## src/rtl/rc_iota.sv

```systemverilog
module rc_iota #(
  parameter int LANE_W = 64,
  parameter int ROUNDS = 24,
  parameter int IDX_W  = 5,
  parameter int CODE_W = 7
) (
  input  logic              clk,
  input  logic              rst_n,
  input  logic              use_seq,
  input  logic [IDX_W-1:0]  rnd_idx,
  input  logic [LANE_W-1:0] lane_in,
  input  logic              start,
  input  logic              adv,
  output logic [LANE_W-1:0] lane_out,
  output logic [IDX_W-1:0]  seq_idx,
  output logic              busy,
  output logic              done
);

  localparam logic [IDX_W-1:0] LAST = IDX_W'(ROUNDS - 1);

  function automatic logic [CODE_W-1:0] code_of(input logic [IDX_W-1:0] i);
    case (i)
      5'd0:  code_of = 7'h01;
      5'd1:  code_of = 7'h1A;
      5'd2:  code_of = 7'h5E;
      5'd3:  code_of = 7'h70;
      5'd4:  code_of = 7'h1F;
      5'd5:  code_of = 7'h21;
      5'd6:  code_of = 7'h79;
      5'd7:  code_of = 7'h55;
      5'd8:  code_of = 7'h0E;
      5'd9:  code_of = 7'h0C;
      5'd10: code_of = 7'h35;
      5'd11: code_of = 7'h26;
      5'd12: code_of = 7'h3F;
      5'd13: code_of = 7'h4F;
      5'd14: code_of = 7'h5D;
      5'd15: code_of = 7'h53;
      5'd16: code_of = 7'h52;
      5'd17: code_of = 7'h48;
      5'd18: code_of = 7'h16;
      5'd19: code_of = 7'h66;
      5'd20: code_of = 7'h79;
      5'd21: code_of = 7'h58;
      5'd22: code_of = 7'h21;
      5'd23: code_of = 7'h74;
      default: code_of = '0;
    endcase
  endfunction

  function automatic int tap_of(input int b);
    tap_of = -1;
    for (int g = 0; g < CODE_W; g++)
      if (b == (1 << g) - 1) tap_of = g;
  endfunction

  logic [IDX_W-1:0]  eff_idx;
  logic [CODE_W-1:0] code;

  assign eff_idx = use_seq ? seq_idx : rnd_idx;
  assign code    = code_of(eff_idx);

  for (genvar b = 0; b < LANE_W; b++) begin : g_lane
    if (tap_of(b) >= 0) begin : g_tap
      assign lane_out[b] = lane_in[b] ^ code[tap_of(b)];
    end else begin : g_thru
      assign lane_out[b] = lane_in[b];
    end
  end

  always_ff @(posedge clk or negedge rst_n) begin
    if (!rst_n) begin
      seq_idx <= '0;
      busy    <= 1'b0;
      done    <= 1'b0;
    end else begin
      done <= 1'b0;
      if (start) begin
        seq_idx <= '0;
        busy    <= 1'b1;
      end else if (busy && adv) begin
        if (seq_idx == LAST) begin
          seq_idx <= '0;
          busy    <= 1'b0;
          done    <= 1'b1;
        end else begin
          seq_idx <= seq_idx + 1'b1;
        end
      end
    end
  end

endmodule

```

## config.mk

```make
export PLATFORM = sky130hd
export DESIGN_NAME = rc_iota
export DESIGN_NICKNAME = d
export VERILOG_FILES = /design/src/rtl/rc_iota.sv
export SDC_FILE = /design/constraint.sdc
export NUM_CORES = 1
export LEC_CHECK = 0
export BUFFER_PORTS_ARGS = -buffer_cell sky130_fd_sc_hd__buf_2
export CAP_MARGIN = 10
export CORE_UTILIZATION = 39
export DETAILED_ROUTE_END_ITERATION = 8
export PLACE_DENSITY = 0.92
export SYNTH_ARGS = -nofsm -noshare
export SYNTH_HDL_FRONTEND = slang
export SYNTH_SLANG_ARGS = --single-unit
```

## constraint.sdc

```tcl
create_clock -name clk -period 5.5 [get_ports clk]
set_input_delay 0.275 -clock clk [delete_from_list [all_inputs] [get_ports clk]]
set_output_delay 0.275 -clock clk [all_outputs]
set_load 0.1 [all_outputs]
```

* Word-level counts from Yosys, hierarchy flattened
Memory sizes are Yosys's and may differ from the RTL's.
Cells that the tools add are included.
** Word-level totals
- Flip-flop bits (word level) :: 7
- Memories kept :: 1
- Bits in read-only memories :: 224
- Logic and storage cells :: 27
- Output and inout bits :: 71
- Input bits :: 74
** Memories
- (no name shown) :: depth 32, bits a word 7, read ports 1, clocked after memory_dff 0, write ports 0, RTL line 23 : case (i)
** Cells by class
- Add/subtract/negate cells :: 1
- Muxes and demuxes :: 10
- Reduce and logical (&&, ||, !) cells :: 4
- Bitwise operators :: 7
- Equal/unequal tests :: 1
** Operators by type and width (count)
- $mux 5 :: 4
- $xor 1x1->1 :: 7
- $mux 1 :: 6
- $add 5x1->5 const B :: 1
- $eq 5x5->1 const B :: 1
- $reduce_bool 2->1 :: 2
- $reduce_and 2->1 :: 1
- $logic_and 1x1->1 :: 1

* Logic depth before layout (Yosys ltp)
- Depth after elaboration :: 4
- Gate-level depth with buffers :: 8
- Depth with buffers taken out :: 7

* Least setup slack after synthesis
Ideal clock, no wire load.
- Path kind :: register to output
- Start point :: reg seq_idx[0]
- End point :: out lane_out[3]
- Buffers on the path :: 0
- Slack :: 741 ps
- Arrival time :: 4484 ps
- Stages on the path, launching flop included :: 7
- Required time :: 5225 ps
- Path through :: dfrtp_1 > mux2i_1 > ha_1 > inv_1 > mux2i_1 > a221o_1 > a211oi_1
** On the way
- Word-level cells in the longest chain between the ends :: 3
** Ends and longest elaborated chain
- from (decl) :: RTL line 15 : output logic [IDX_W-1:0] seq_idx,
- from (signal assigned) :: RTL line 88 : seq_idx <= seq_idx + 1'b1;
- $mux 5 :: RTL line 61 : assign eff_idx = use_seq ? seq_idx : rnd_idx;
- $mem_v2 32x7
- $xor 1x1->1 :: RTL line 66 : assign lane_out[b] = lane_in[b] ^ code[tap_of(b)];
- to (decl) :: RTL line 14 : output logic [LANE_W-1:0] lane_out,
Every way passes these cells.

* Final worst setup path
- Start point :: reg seq_idx[0]
- End point :: out lane_out[1]
Same word-level chain as after synthesis.

==> results.md <==
- R2R setup slack: 3.83 ns
- Most frequent cells in the layout: buf_2, mux2i_1, ha_1, nor2_1
- Post-synthesis mux area share: 0.1882
- Vias in the first global route: 910
- Worst vdd ir: 0.00007437 V
- # DRC: 0
- Sequential-to-total area share from yosys stat: 0.1237
- Post-Synthesis Cells: 159
- Die Span Y: 62.27 um
- Crit Path Category: flop to primary output
- Final WS setup: 2.135 ns
- Crit end category: primary output
- Setup slack at placement: 2.140 ns
- H-tree levels: 1
- Final Util: 0.3542
- Clk slew on worst S/H paths: 0.05 ns
- Count of pins over their slew limit: 0
- CP max stage cell: mux2i_1
- Final Hold Viols: 0
- Core Area: 3416 um^2
- CP Max Fanout: 8
- Largest area contributor in the netlist: buf_4
- Cell Chain, Critical Path: mux2i_1 > inv_1 > ha_1 > or4_4 > o221ai_1 > a311o_1 > buf_2
- Layout area overhead: -14.58%
- Max-slew headroom: 0.5189
- Die footprint: 3877 um^2
- Total CTS buffers: 3
- Pre-Repair DR Iteration Count: 4
- F_max: 297.2 MHz
- Layout cells sized above 1: 0.3259
- Total Neg Setup Slack: 0 ns
- Commonest non-fill, non-tap cell in the layout: buf_2
- Die Wd: 62.27 um
- Final Non-Filler Cells: 181
- Wirelength, routed: 2.648 mm
- Row cnt: 21
- Compound-Gate Fraction of Synth Area: 0.09806
- Final Power: 0.0002855 W
- Xor/xnor cell area share of the yosys netlist: 0.05565
- Fin crit share: 0.6117
- Top cells by area, synth: buf_4, dfrtp_1, ha_1
- Class of the worst hold path: input port to flop
- Synth Area per Inst: 8.908 um^2
- Grt ovf: 0
- # diodes: 0
- Fillers: 351
- Worst Max-Slew Pin Slew: 0.7016 ns
- Io pins: 145
- Count of final setup violators: 0
- Critical path buffers and inverters: 2
- Synthesized flop and latch total: 7
- WL per Instance: 14.63 um
- Routability-driven placement congestion ratio: 0.8710
- CTS tree: built
- CP peak stage delay: 0.59 ns
- Critical Path RT: 5.22 ns
- Largest family of logic cells by synthesized area: buffers and inverters
- Post-synth EDFFs: 0
- Number of max-cap violations: 0
- Startpoint types: flop
- Gr usage total: 0.1354
- DR iter-0 viols: 50
- Syn. warnings: 0
- Final ANT Viol Nets: 0
- Num Clock Sinks: 7
- Syn Nets: 242
- Final Skew: 0.004221 ns
- Via/cell ratio: 5.343
- DP Cell Count: 176
- CP Data Arrival Time: 3.09 ns
- Clock insertion delay at the later pin of the skew report: 0.25 ns
- Largest net degree at the start of global routing: 12
- Final min period: 3.365 ns
- Postcts setup bufs: 0
- Port bufs: 30
- Delay-heaviest family, CP: buffers and inverters
- Synth async-reset ratio: 1.000
- Multi-input logic area: 768.2 um^2
- Initial core utilization: 0.4147
- Max clock buf depth: 2
- Status: finished, final reports clean
- Clk root buf: clkbuf_4
- Nets: 219
- Share of the synthesized area in the top cell type: 0.3021
- RSZ-0062 raised after global routing: no
- HPWL after DPL: 2.023 mm
- Initial antenna violation count: 0
- Register Area: 175.2 um^2
- Total number of vias: 967
- Pleak: 0.5661 nW
- Synth Area in Adders: 0.07951
- Ys flop type: dfrtp_1
- Power density cells: 235.9 nW/um^2
- First-pass GRT wire length: 4.222 mm
- Synth unique cells: 39
- Synth Area in Simple Gates: 0.1210
- Mapped cell area: 1416 um^2
-- state kept, by name (all words and copies together), names as in the netlist --
name	count
done	1
busy	1
seq_idx	5
-- final timing paths --
check,endpoint,startpoint,cells past startpoint
worst max-delay path,lane_out[1],seq_idx[0],7
worst min-delay path,done,start,2
worst max register to register,busy,seq_idx[1],4
worst min register to register,busy,busy,1
max in group asynchronous,seq_idx[1],rst_n,2
min in group asynchronous,done,rst_n,2
-- logic make-up after synthesis --
group,count (synthesis)
AO/OA/AOI/OAI,18
adder cells (fa/ha/maj),9
multiplexers,18
buffers and inverters,65
AND/OR/NAND/NOR,33
flip-flops,7
XOR/XNOR,9
-- what timing repair did --
action / 4_1_cts / 5_1_grt
resized for setup: 0 / 0
endpoints found under the setup margin: 0 / 0
hold endpoints to repair: 7 / 0
hold buffers: 1 / 0
-- per-layer routing --
layer | wire length (um) | GRT usage | part of all wire | vias up
li1 | - | - | - | 453
met2 | 1246 | 0.2005 | 0.47 | 54
met5 | 0 | 0 | 0 | -
met4 | 117 | 0.08721 | 0.044 | 0
met3 | 221 | 0.06434 | 0.083 | 20
met1 | 1061 | 0.1552 | 0.40 | 440
-- cells in the mapped netlist, types with 2 or more instances --
cell       n
xor2_1     4
inv_1      6
mux2i_1    9
nor3_1     3
buf_6      2
nor2_1     8
xnor2_1    5
nand3_1    5
buf_4     57
a31oi_1    2
dfrtp_1    7
mux2_2     2
a221o_1    2
nor3b_1    2
ha_1       9
mux2i_4    4
a21oi_1    3
a221oi_1   2
nand2_1    7
-- power by group --
part	leakage, nW	internal, W	switching, W	total (W)
clock network	0.0150	0.0000277	0.0000189	0.0000466
registers	0.0911	0.0000530	0.00000300	0.0000560
logic	0.460	0.0000469	0.000136	0.000183
-- worst reg2reg max path: cells and delay by family, from the launching register on --
family,cells,cell delay [ns]
simple gates,2,0.68
fa+ha+maj,1,0.22
flops,1,0.47
compound gates,1,0.19
-- cell type report --
| cell class | instances | area share |
|---|---|---|
| clock buffer | 4 | 0.02172 |
| inverter | 6 | 0.01861 |
| multi-input combinational | 87 | 0.6350 |
| sequential | 7 | 0.1448 |
| tap | 46 | 0.04757 |
| timing repair buffer | 31 | 0.1324 |
-- metrics by stage --
| step | hold WS (ns) | instance area, um^2 |
|---|---|---|
| 3_5_place_dp | 0.1160 | 1174 |
| 5_1_grt | 0.2674 | 1210 |
| 4_1_cts | 0.2690 | 1210 |
| 6_report | 0.2790 | 1210 |
| 2_1_floorplan | -0.02059 | 1416 |
| 3_3_place_gp | 0.1138 | 1174 |
No activity file was read; power rests on OpenSTA's default activity.
